--- config.mk ---
export PLATFORM = sky130hd
export DESIGN_NAME = uart_regfront
export DESIGN_NICKNAME = d
export VERILOG_FILES = /design/src/rtl/urf_pkg.sv /design/src/rtl/urf_decode.sv /design/src/rtl/urf_divisor.sv /design/src/rtl/urf_status.sv /design/src/rtl/uart_regfront.sv
export SDC_FILE = /design/constraint.sdc
export NUM_CORES = 1
export LEC_CHECK = 0
export BUFFER_PORTS_ARGS = -buffer_cell sky130_fd_sc_hd__buf_2
export CORE_UTILIZATION = 51
export CTS_CLUSTER_DIAMETER = 120
export DETAILED_ROUTE_END_ITERATION = 8
export PLACE_DENSITY = 0.79
export SYNTH_ARGS = -nofsm -noshare
export SYNTH_HDL_FRONTEND = slang
export SYNTH_SLANG_ARGS = --single-unit
--- constraint.sdc ---
create_clock -name clk -period 1.4 [get_ports clk]
set_clock_uncertainty 0.15 [all_clocks]
set_input_delay 0.07 -clock clk [delete_from_list [all_inputs] [get_ports clk]]
set_output_delay 0.07 -clock clk [all_outputs]
set_load 0.05 [all_outputs]
--- src/rtl/urf_pkg.sv ---
package urf_pkg;
  localparam int NUM_REGS = 8;
  localparam int LOW_W    = 5;

  typedef enum logic [2:0] {
    SEL_ID0  = 3'd0,
    SEL_ID1  = 3'd1,
    SEL_ID2  = 3'd2,
    SEL_ID3  = 3'd3,
    SEL_DATA = 3'd4,
    SEL_STAT = 3'd5,
    SEL_DIVL = 3'd6,
    SEL_DIVH = 3'd7
  } reg_sel_e;

  localparam int B_FRAME   = 0;
  localparam int B_OVER    = 1;
  localparam int B_RXIE    = 2;
  localparam int B_FULL    = 3;
  localparam int B_ROOM1   = 4;
  localparam int B_RXEMPTY = 5;
  localparam int B_TXIE    = 6;
  localparam int B_TXEMPTY = 7;
endpackage

--- src/rtl/urf_decode.sv ---
module urf_decode #(
  parameter int ADDR_W = 5
) (
  input  logic [ADDR_W-1:0]           addr,
  input  logic                        wr,
  input  logic                        rd,
  output logic [urf_pkg::NUM_REGS-1:0] wr_en,
  output logic [urf_pkg::NUM_REGS-1:0] rd_en
);
  import urf_pkg::*;

  logic in_window;
  logic aligned;
  logic [2:0] idx;

  generate
    if (ADDR_W > LOW_W) begin : g_upper
      assign in_window = (addr[ADDR_W-1:LOW_W] == '0);
    end else begin : g_flat
      assign in_window = 1'b1;
    end
  endgenerate

  assign aligned = (addr[1:0] == 2'b00);
  assign idx     = addr[4:2];

  generate
    for (genvar i = 0; i < NUM_REGS; i++) begin : g_sel
      assign wr_en[i] = wr & in_window & aligned & (idx == 3'(i));
      assign rd_en[i] = rd & in_window & aligned & (idx == 3'(i));
    end
  endgenerate
endmodule

--- src/rtl/urf_divisor.sv ---
module urf_divisor #(
  parameter int NBYTES = 2
) (
  input  logic                  clk,
  input  logic                  rst,
  input  logic [NBYTES-1:0]     wr_byte,
  input  logic [7:0]            wdata,
  output logic [8*NBYTES-1:0]   divisor
);
  generate
    for (genvar b = 0; b < NBYTES; b++) begin : g_byte
      always_ff @(posedge clk) begin
        if (rst)             divisor[8*b +: 8] <= 8'h00;
        else if (wr_byte[b]) divisor[8*b +: 8] <= wdata;
      end
    end
  endgenerate

  AST_DIV_LOW: assert property (@(posedge clk) disable iff (rst)
    wr_byte[0] |=> divisor[7:0] == $past(wdata));
endmodule

--- src/rtl/urf_status.sv ---
module urf_status #(
  parameter int RX_DEPTH = 4,
  parameter int CNT_W    = $clog2(RX_DEPTH + 1)
) (
  input  logic             clk,
  input  logic             rst,
  input  logic             wr_stat,
  input  logic             wr_data,
  input  logic [7:0]       wdata,
  input  logic [CNT_W-1:0] rx_count,
  input  logic             rx_frame_err,
  input  logic             rx_overrun,
  input  logic             tx_done,
  output logic [7:0]       status,
  output logic [7:0]       tx_byte,
  output logic             tx_valid,
  output logic             irq
);
  import urf_pkg::*;

  logic rxie, txie, frame, over, txe;
  logic rx_any, rx_full, rx_room1;

  assign rx_any   = (rx_count != '0);
  assign rx_full  = (rx_count == CNT_W'(RX_DEPTH));
  assign rx_room1 = (rx_count == CNT_W'(RX_DEPTH - 1));

  always_ff @(posedge clk) begin
    if (rst) begin
      rxie <= 1'b0;
      txie <= 1'b0;
    end else if (wr_stat) begin
      rxie <= wdata[B_RXIE];
      txie <= wdata[B_TXIE];
    end
  end

  always_ff @(posedge clk) begin
    if (rst) begin
      frame <= 1'b0;
      over  <= 1'b0;
    end else begin
      frame <= rx_frame_err | (frame & ~(wr_stat & ~wdata[B_FRAME]));
      over  <= rx_overrun   | (over  & ~(wr_stat & ~wdata[B_OVER]));
    end
  end

  always_ff @(posedge clk) begin
    if (rst) begin
      txe     <= 1'b1;
      tx_byte <= 8'h00;
    end else if (txe && wr_data) begin
      txe     <= 1'b0;
      tx_byte <= wdata;
    end else if (!txe && tx_done) begin
      txe     <= 1'b1;
    end
  end

  always_ff @(posedge clk) begin
    if (rst) irq <= 1'b0;
    else     irq <= (rxie & (rx_any | frame | over)) | (txie & txe);
  end

  assign tx_valid = ~txe;

  always_comb begin
    status            = 8'h00;
    status[B_FRAME]   = frame;
    status[B_OVER]    = over;
    status[B_RXIE]    = rxie;
    status[B_FULL]    = rx_full;
    status[B_ROOM1]   = rx_room1;
    status[B_RXEMPTY] = ~rx_any;
    status[B_TXIE]    = txie;
    status[B_TXEMPTY] = txe;
  end

  AST_TX_LOAD: assert property (@(posedge clk) disable iff (rst)
    (wr_data && !tx_valid) |=> (tx_valid && tx_byte == $past(wdata)));
  AST_TX_BUSY_HOLD: assert property (@(posedge clk) disable iff (rst)
    (wr_data && tx_valid && !tx_done) |=> $stable(tx_byte));
  AST_ERR_SET: assert property (@(posedge clk) disable iff (rst)
    rx_frame_err |=> status[B_FRAME]);
  AST_ERR_CLEAR: assert property (@(posedge clk) disable iff (rst)
    (wr_stat && !wdata[B_FRAME] && !rx_frame_err) |=> !status[B_FRAME]);
  AST_IRQ_QUIET: assert property (@(posedge clk) disable iff (rst)
    (!status[B_RXIE] && !status[B_TXIE]) |=> !irq);
endmodule

--- src/rtl/uart_regfront.sv ---
module uart_regfront #(
  parameter int          ADDR_W   = 5,
  parameter int          RX_DEPTH = 4,
  parameter logic [31:0] ID_WORD  = 32'h5AC3_0001
) (
  input  logic                           clk,
  input  logic                           rst,
  input  logic [ADDR_W-1:0]              bus_addr,
  input  logic                           bus_wr,
  input  logic                           bus_rd,
  input  logic [7:0]                     bus_wdata,
  output logic [7:0]                     bus_rdata,
  input  logic [7:0]                     rx_byte,
  input  logic [$clog2(RX_DEPTH+1)-1:0]  rx_count,
  output logic                           rx_pop,
  input  logic                           rx_frame_err,
  input  logic                           rx_overrun,
  output logic [7:0]                     tx_byte,
  output logic                           tx_valid,
  input  logic                           tx_done,
  output logic [15:0]                    baud_div,
  output logic                           irq
);
  import urf_pkg::*;

  localparam int CNT_W  = $clog2(RX_DEPTH + 1);
  localparam int NBYTES = 2;

  logic [NUM_REGS-1:0] wr_en, rd_en;
  logic [7:0] status;
  logic [7:0] last_rx;
  logic [7:0] rd_val;

  urf_decode #(.ADDR_W(ADDR_W)) u_dec (
    .addr (bus_addr),
    .wr   (bus_wr),
    .rd   (bus_rd),
    .wr_en(wr_en),
    .rd_en(rd_en)
  );

  urf_status #(.RX_DEPTH(RX_DEPTH), .CNT_W(CNT_W)) u_stat (
    .clk         (clk),
    .rst         (rst),
    .wr_stat     (wr_en[SEL_STAT]),
    .wr_data     (wr_en[SEL_DATA]),
    .wdata       (bus_wdata),
    .rx_count    (rx_count),
    .rx_frame_err(rx_frame_err),
    .rx_overrun  (rx_overrun),
    .tx_done     (tx_done),
    .status      (status),
    .tx_byte     (tx_byte),
    .tx_valid    (tx_valid),
    .irq         (irq)
  );

  urf_divisor #(.NBYTES(NBYTES)) u_div (
    .clk    (clk),
    .rst    (rst),
    .wr_byte({wr_en[SEL_DIVH], wr_en[SEL_DIVL]}),
    .wdata  (bus_wdata),
    .divisor(baud_div)
  );

  assign rx_pop = rd_en[SEL_DATA] & (rx_count != '0);

  always_comb begin
    rd_val = 8'h00;
    for (int i = 0; i < 4; i++) begin
      if (rd_en[i]) rd_val = ID_WORD[8*i +: 8];
    end
    if (rd_en[SEL_DATA]) rd_val = rx_pop ? rx_byte : last_rx;
    if (rd_en[SEL_STAT]) rd_val = status;
    if (rd_en[SEL_DIVL]) rd_val = baud_div[7:0];
    if (rd_en[SEL_DIVH]) rd_val = baud_div[15:8];
  end

  always_ff @(posedge clk) begin
    if (rst) begin
      bus_rdata <= 8'h00;
      last_rx   <= 8'h00;
    end else begin
      if (bus_rd) bus_rdata <= rd_val;
      if (rx_pop) last_rx   <= rx_byte;
    end
  end

  AST_POP_RDATA: assert property (@(posedge clk) disable iff (rst)
    rx_pop |=> bus_rdata == $past(rx_byte));
  AST_NO_POP_EMPTY: assert property (@(posedge clk) disable iff (rst)
    (rx_count == '0) |-> !rx_pop);
endmodule

Word level (Yosys, flattened, before mapping)
Index checks and enable logic that the tools add are counted.
Operators by class
  muxes and demuxes: 11
  reduce and logical (&&, ||, !) cells: 7
  bitwise gates (word level): 32
  equal/unequal tests: 9
Operator list (count)
  $mux W8: 8
  $and A1 B1 Y1: 21
  $eq A3 B3 Y1 const B: 5
  $eq A3 B2 Y1 const B: 3
  $not A1 Y1: 6
  $or A1 B1 Y1: 5
  $eq A3 B1 Y1 const B: 1
  $logic_not A3 Y1: 1
  $mux W1: 3
  $reduce_bool A3 Y1: 1
  $logic_and A1 B1 Y1: 2
  $logic_not A2 Y1: 1
  $reduce_bool A2 Y1: 1
  $logic_not A1 Y1: 1
Word-level totals
  output and inout port bits: 35
  flip-flop bits (word level): 46
  word-level logic and storage cells: 70
  input bits: 31

Depth between registers and ports, before layout
  depth in word-level cells: 11
  depth in mapped cells: 6
  gate-level depth less buffers: 4

By module
From an unflattened synthesis, not the netlist that was laid out.
Unflattened totals
  cell total of the unflattened synthesis: 258
  area, all modules: 2262.2 µm²
By module, submodules not included
  uart_regfront: instances 1, area an instance 954.7 µm², cells an instance 113, sequential area each 320.3 µm²
  urf_status: instances 1, area an instance 598.1 µm², cells an instance 69, sequential area each 280.3 µm²
  urf_divisor: instances 1, area an instance 579.3 µm², cells an instance 52, sequential area each 320.3 µm²
  urf_decode: instances 1, area an instance 130.1 µm², cells an instance 24, sequential area each 0.0 µm²

Worst setup path after synthesis
No wires, ideal clock.
  kind: reg-to-reg
  from: register u_div.divisor[11]
  to: register bus_rdata[3]
  period minus slack after synthesis: 1441 ps
  data required time: 1125 ps
  data arrival time: 1166 ps
  stages on the path, launching flop included: 4
  buffers on the path: 0
  setup time: 125 ps
  setup slack: -41 ps
  path through: dfxtp_1 > or3_1 > a32oi_1 > o31ai_1
Between the ends
  longest elaborated chain between the ends: 1
RTL lines
  start: declaration: line urf_divisor.sv:8  | output logic [8*NBYTES-1:0] divisor
  start signal: indexed assignment: line urf_divisor.sv:14  | else if (wr_byte[b]) divisor[8*b +: 8] <= wdata;
  $mux W8: line uart_regfront.sv:76  | if (rd_en[SEL_DIVH]) rd_val = baud_div[15:8];
  end signal: assignment: line uart_regfront.sv:84  | if (bus_rd) bus_rdata <= rd_val;
  end: declaration: line uart_regfront.sv:12  | output logic [7:0] bus_rdata,
Every way passes these cells.
A chain may end at the register's enable or synchronous reset.

Worst setup path after layout
  from: input bus_addr[0]
  to: output rx_pop
Between the ends
  longest elaborated chain between the ends: 4
RTL lines
  start: declaration: line uart_regfront.sv:8  | input logic [ADDR_W-1:0] bus_addr,
  $logic_not A2 Y1: line urf_decode.sv:24  | assign aligned = (addr[1:0] == 2'b00);
  $and A1 B1 Y1 (2 in series): line urf_decode.sv:30  | assign rd_en[i] = rd & in_window & aligned & (idx == 3'(i));
  $and A1 B1 Y1: line uart_regfront.sv:66  | assign rx_pop = rd_en[SEL_DATA] & (rx_count != '0);
  end: declaration: line uart_regfront.sv:15  | output logic rx_pop,
Every way passes these cells.

==> results by stage <==
Timing:
- The minimum hold slack is approximately 0.019 ns.
- The smallest clock period supported by the final layout is computed as around 1.3 ns.
- The measured slew at the worst slew-check pin is slightly below 0.5 ns.
- The peak clock frequency supported by timing is between 700 and 800 MHz.
- Setup repair after global routing left no endpoint under its margin.
- The final hold violation count was 0.
- Of the available clock period, the critical path in the final layout requires 96.1%.
- The number of slew-limit violations in the final report is 0.
- Setup violations remaining at the end of the flow were counted as 0.
- The final sum of negative setup slack is 0 ns.
- The worst slew slack as a fraction of its limit is around two thirds.

Synthesis:
- The number of storage elements in the synthesis netlist is 46.
- The count of distinct cell types in the synthesized netlist is 39.
- During synthesis, Yosys emitted a total of 0 warnings.
- Summing every instance area after synthesis gives between 2000 and 2500 um2.
- The total nets after synthesis is 267.
- In the synthesized netlist the dominant register cell turns out to be dfxtp_1.
- The register area share after synthesis is between 40% and 50%.
- The post-synthesis async set-or-reset flop share is 0%.
- Counting flops with a built-in enable in the synthesized netlist gives 0.
- The synthesized netlist cell count is about 240.
- The average cell area after synthesis is 9.16 um2.

Die:
- The area of the die is approximately 4500 um2.
- The core box area is 4030 um2.
- The width of the die is 67.1 um.
- The starting density of the core is a little over half.
- The vertical die dimension is 67.1 um.
- The floorplan has 23 rows.
- The I/O pin count is 66.

Clock network:
- The H-tree was split into 2 levels.
- The later pin in the worst-skew pair is clocked with a latency of about 0.30 ns.
- TritonCTS built the clock tree.
- The largest buffer count on any clock path is 2.
- The tree is rooted in a clkbuf_8.
- For this design, the sink count on the clock tree is 46.
- Clock-pin slew was measured on the worst setup and hold paths at roughly 0.080 ns.
- The number of buffers inserted during clock tree synthesis is 5.

Cells and area:
- In the final layout, the share of cells above drive strength 1 is approximately a third.
- The antenna diode instance count is 0.
- The combined area of the multi-input logic cells is approximately 1100 um2.
- Leaving out filler cells and counting taps, the final layout contains roughly 390.
- The net count reported at finish is 373.
- Across the whole layout, storage elements account for 927 um2.
- Relative to the synthesized area, the layout overhead comes to 42.2%.
- Fill cells in the final layout number about 300.

Detailed routing:
- Using the TritonRoute via totals, the vias-per-cell ratio works out to about 5.5.
- Wires add up to between 5000 and 6000 um.
- The wire length per cell is 14.9 um.
- The final route contains 2166 vias.
- The detail route stage leaves a number of antenna-violating nets equal to 0.
- For this run, design rule violations remaining after detail routing come to 0.
- After the first detailed-routing iteration, the DRC count stood at 240.
- The number of iterations in the first detailed-routing pass is 5.

Worst setup path:
- The critical path is of the primary input to output port type.
- The maximum net fanout on the critical path is 3.
- The capturing element type of the critical path is an output port.
- For the worst setup path, the data arrival time is 1.12 ns.
- The type of element launching the critical path is a primary input.
- The worst endpoint required time is approximately 1.2 ns.

GRT:
- The via count of the first global-routing pass is about 2000.
- The first-pass GRT wire length is a little over 9000 um.
- The initial antenna violation count is 0.
- For this run the aggregate overflow at the end of global routing stands at 0.
- The fraction of met1 tracks used by global routing is between 30% and 40%.
- Global routing consumed, on the met3 layer, 5.14% of the routing resources.
- In the global route stage, overall resource usage came out at 27.6%.
- Entering global routing, the biggest net connects 46 pins.
- met2 is the most crowded layer.
- For this run, global-route usage on met2 was measured as roughly 44%.

Place:
- Buffers placed on the I/O ports in this run total 65.
- The congestion estimate from routability-driven global placement came to between 0.8 and 0.9.
- The post-DP HPWL is 4210 um.
- The placed cell count is roughly 370.

Worst hold path:
- The min-delay analysis places its worst path in the category primary input to register.

Run:
- Max-cap violations in this run came to 0.

Power and ir drop:
- Dividing total power by cell area gives a power density of roughly 890 nW/um2.
- The largest vdd supply drop is between 0.6 and 0.7 mV.
- The leakage dissipation is between 1 and 1.5 nW.

Status:
- The run finished with clean final reports.
synthesized netlist by cell type, drive strengths merged (2+ instances only):
library cell | number | area [um2]
a211oi | 4 | 30.0
a21oi | 7 | 35.0
nor3 | 4 | 31.3
a31oi | 4 | 25.0
nor2 | 46 | 173
o21a | 3 | 22.5
o211ai | 6 | 50.1
nor2b | 3 | 18.8
or3 | 3 | 18.8
buf | 10 | 58.8
clkbuf | 5 | 18.8
nand3 | 6 | 35.0
nand2 | 10 | 37.5
o21ai | 4 | 20.0
nor4 | 3 | 18.8
inv | 10 | 37.5
and4bb | 2 | 25.0
mux2i | 35 | 350
mux2 | 5 | 60.1
dfxtp | 46 | 921
nand2b | 4 | 25.0
o22ai | 3 | 18.8
o31ai | 3 | 22.5
metal layers:
| metal | share of wire (%) | vias up |
|---|---|---|
| li1 | - | 1048 |
| met1 | 45 | 1006 |
| met2 | 47 | 100 |
| met3 | 6.7 | 12 |
| met4 | 1.7 | 0 |
| met5 | 0 | - |
repair_timing:
action,in CTS,in global routing
setup buffers,0,1
gates resized for setup,2,0
setup endpoints to repair,1,1
pin swaps,0,0
hold buffers,19,0
endpoints found under the hold margin,38,0
worst paths after layout:
kind / slack (ns) / cells after the start / to / start
max reg2reg: 0.08 / 3 / bus_rdata[3]$_SDFFE_PP0P_ / u_div.divisor[11]$_SDFFE_PP0P_
min reg2reg: 0.35 / 2 / bus_rdata[2]$_SDFFE_PP0P_ / bus_rdata[2]$_SDFFE_PP0P_
min: 0.02 / 4 / bus_rdata[3]$_SDFFE_PP0P_ / rst
max: 0.06 / 5 / rx_pop / bus_addr[0]
state kept, by name, summed over array words and instances (netlist names):
| register | count |
|---|---|
| last_rx | 8 |
| bus_rdata | 8 |
| u_stat.irq | 1 |
| u_div.divisor | 16 |
| u_stat.txe | 1 |
| u_stat.txie | 1 |
| u_stat.over | 1 |
| u_stat.frame | 1 |
| u_stat.rxie | 1 |
| u_stat.tx_byte | 8 |
kinds of logic after synthesis:
kind of cell    synth area share, %
flops                          42.6
compound gates                 14.1
buf+inv                        5.33
mux                            19.0
simple gates                   19.0
critical path, stage by stage:
cell and delay, ns:
buf_2 0.11, nand4bb_4 0.26, nor4_4 0.33, buf_4 0.16
buf_4 0.19
cell type report:
type                       instances  share of cell area (%)
multi-input combinational        165                    37.1
inverter                          10                    1.22
sequential                        46                    30.2
clock inverter                     3                    1.43
timing repair buffer             114                    25.8
clock buffer                       5                    2.24
tap                               50                    2.04
placed cells by master, fill, tap and decap left out, types with 2 or more instances in the layout:
cell type,Yosys,layout
o31ai_1,3,3
nand2b_1,4,4
nand2_1,10,10
nor3_1,3,3
a211oi_1,4,4
o211ai_1,5,5
nor2_1,46,46
mux2i_1,35,35
mux2_2,4,4
nor2b_1,3,3
dlygate4sd3_1,0,19
o22ai_1,3,3
clkbuf_8,0,5
a31oi_1,4,4
nand3_1,5,5
a21oi_1,7,7
inv_1,10,10
dfxtp_2,0,5
buf_12,0,4
buf_4,4,27
dfxtp_1,46,41
buf_2,5,64
nor4_1,3,2
and4bb_2,2,2
or3_1,3,3
o21ai_0,4,4
o21a_1,3,3
power by group:
part | internal [W] | switching, W | total, W
Clock | 0.000535 | 0.000454 | 0.000989
Combinational | 0.000186 | 0.000220 | 0.000406
Sequential | 0.00133 | 0.0000130 | 0.00134
per-stage QoR:
stage	utilization (%)	worst slack [ns]	cell area (um2)	total power, W
after floorplan	-	-0.00836	2180	0.00157
after global placement	68.3	-0.115	2750	0.00172
after detailed placement	68.3	-0.116	2750	0.00172
after CTS	76.1	0.0123	3070	0.00275
after global routing	76.3	0.0185	3070	0.00284
final	76.3	0.0553	3070	0.00273
No activity file was read; power rests on OpenSTA's default activity.
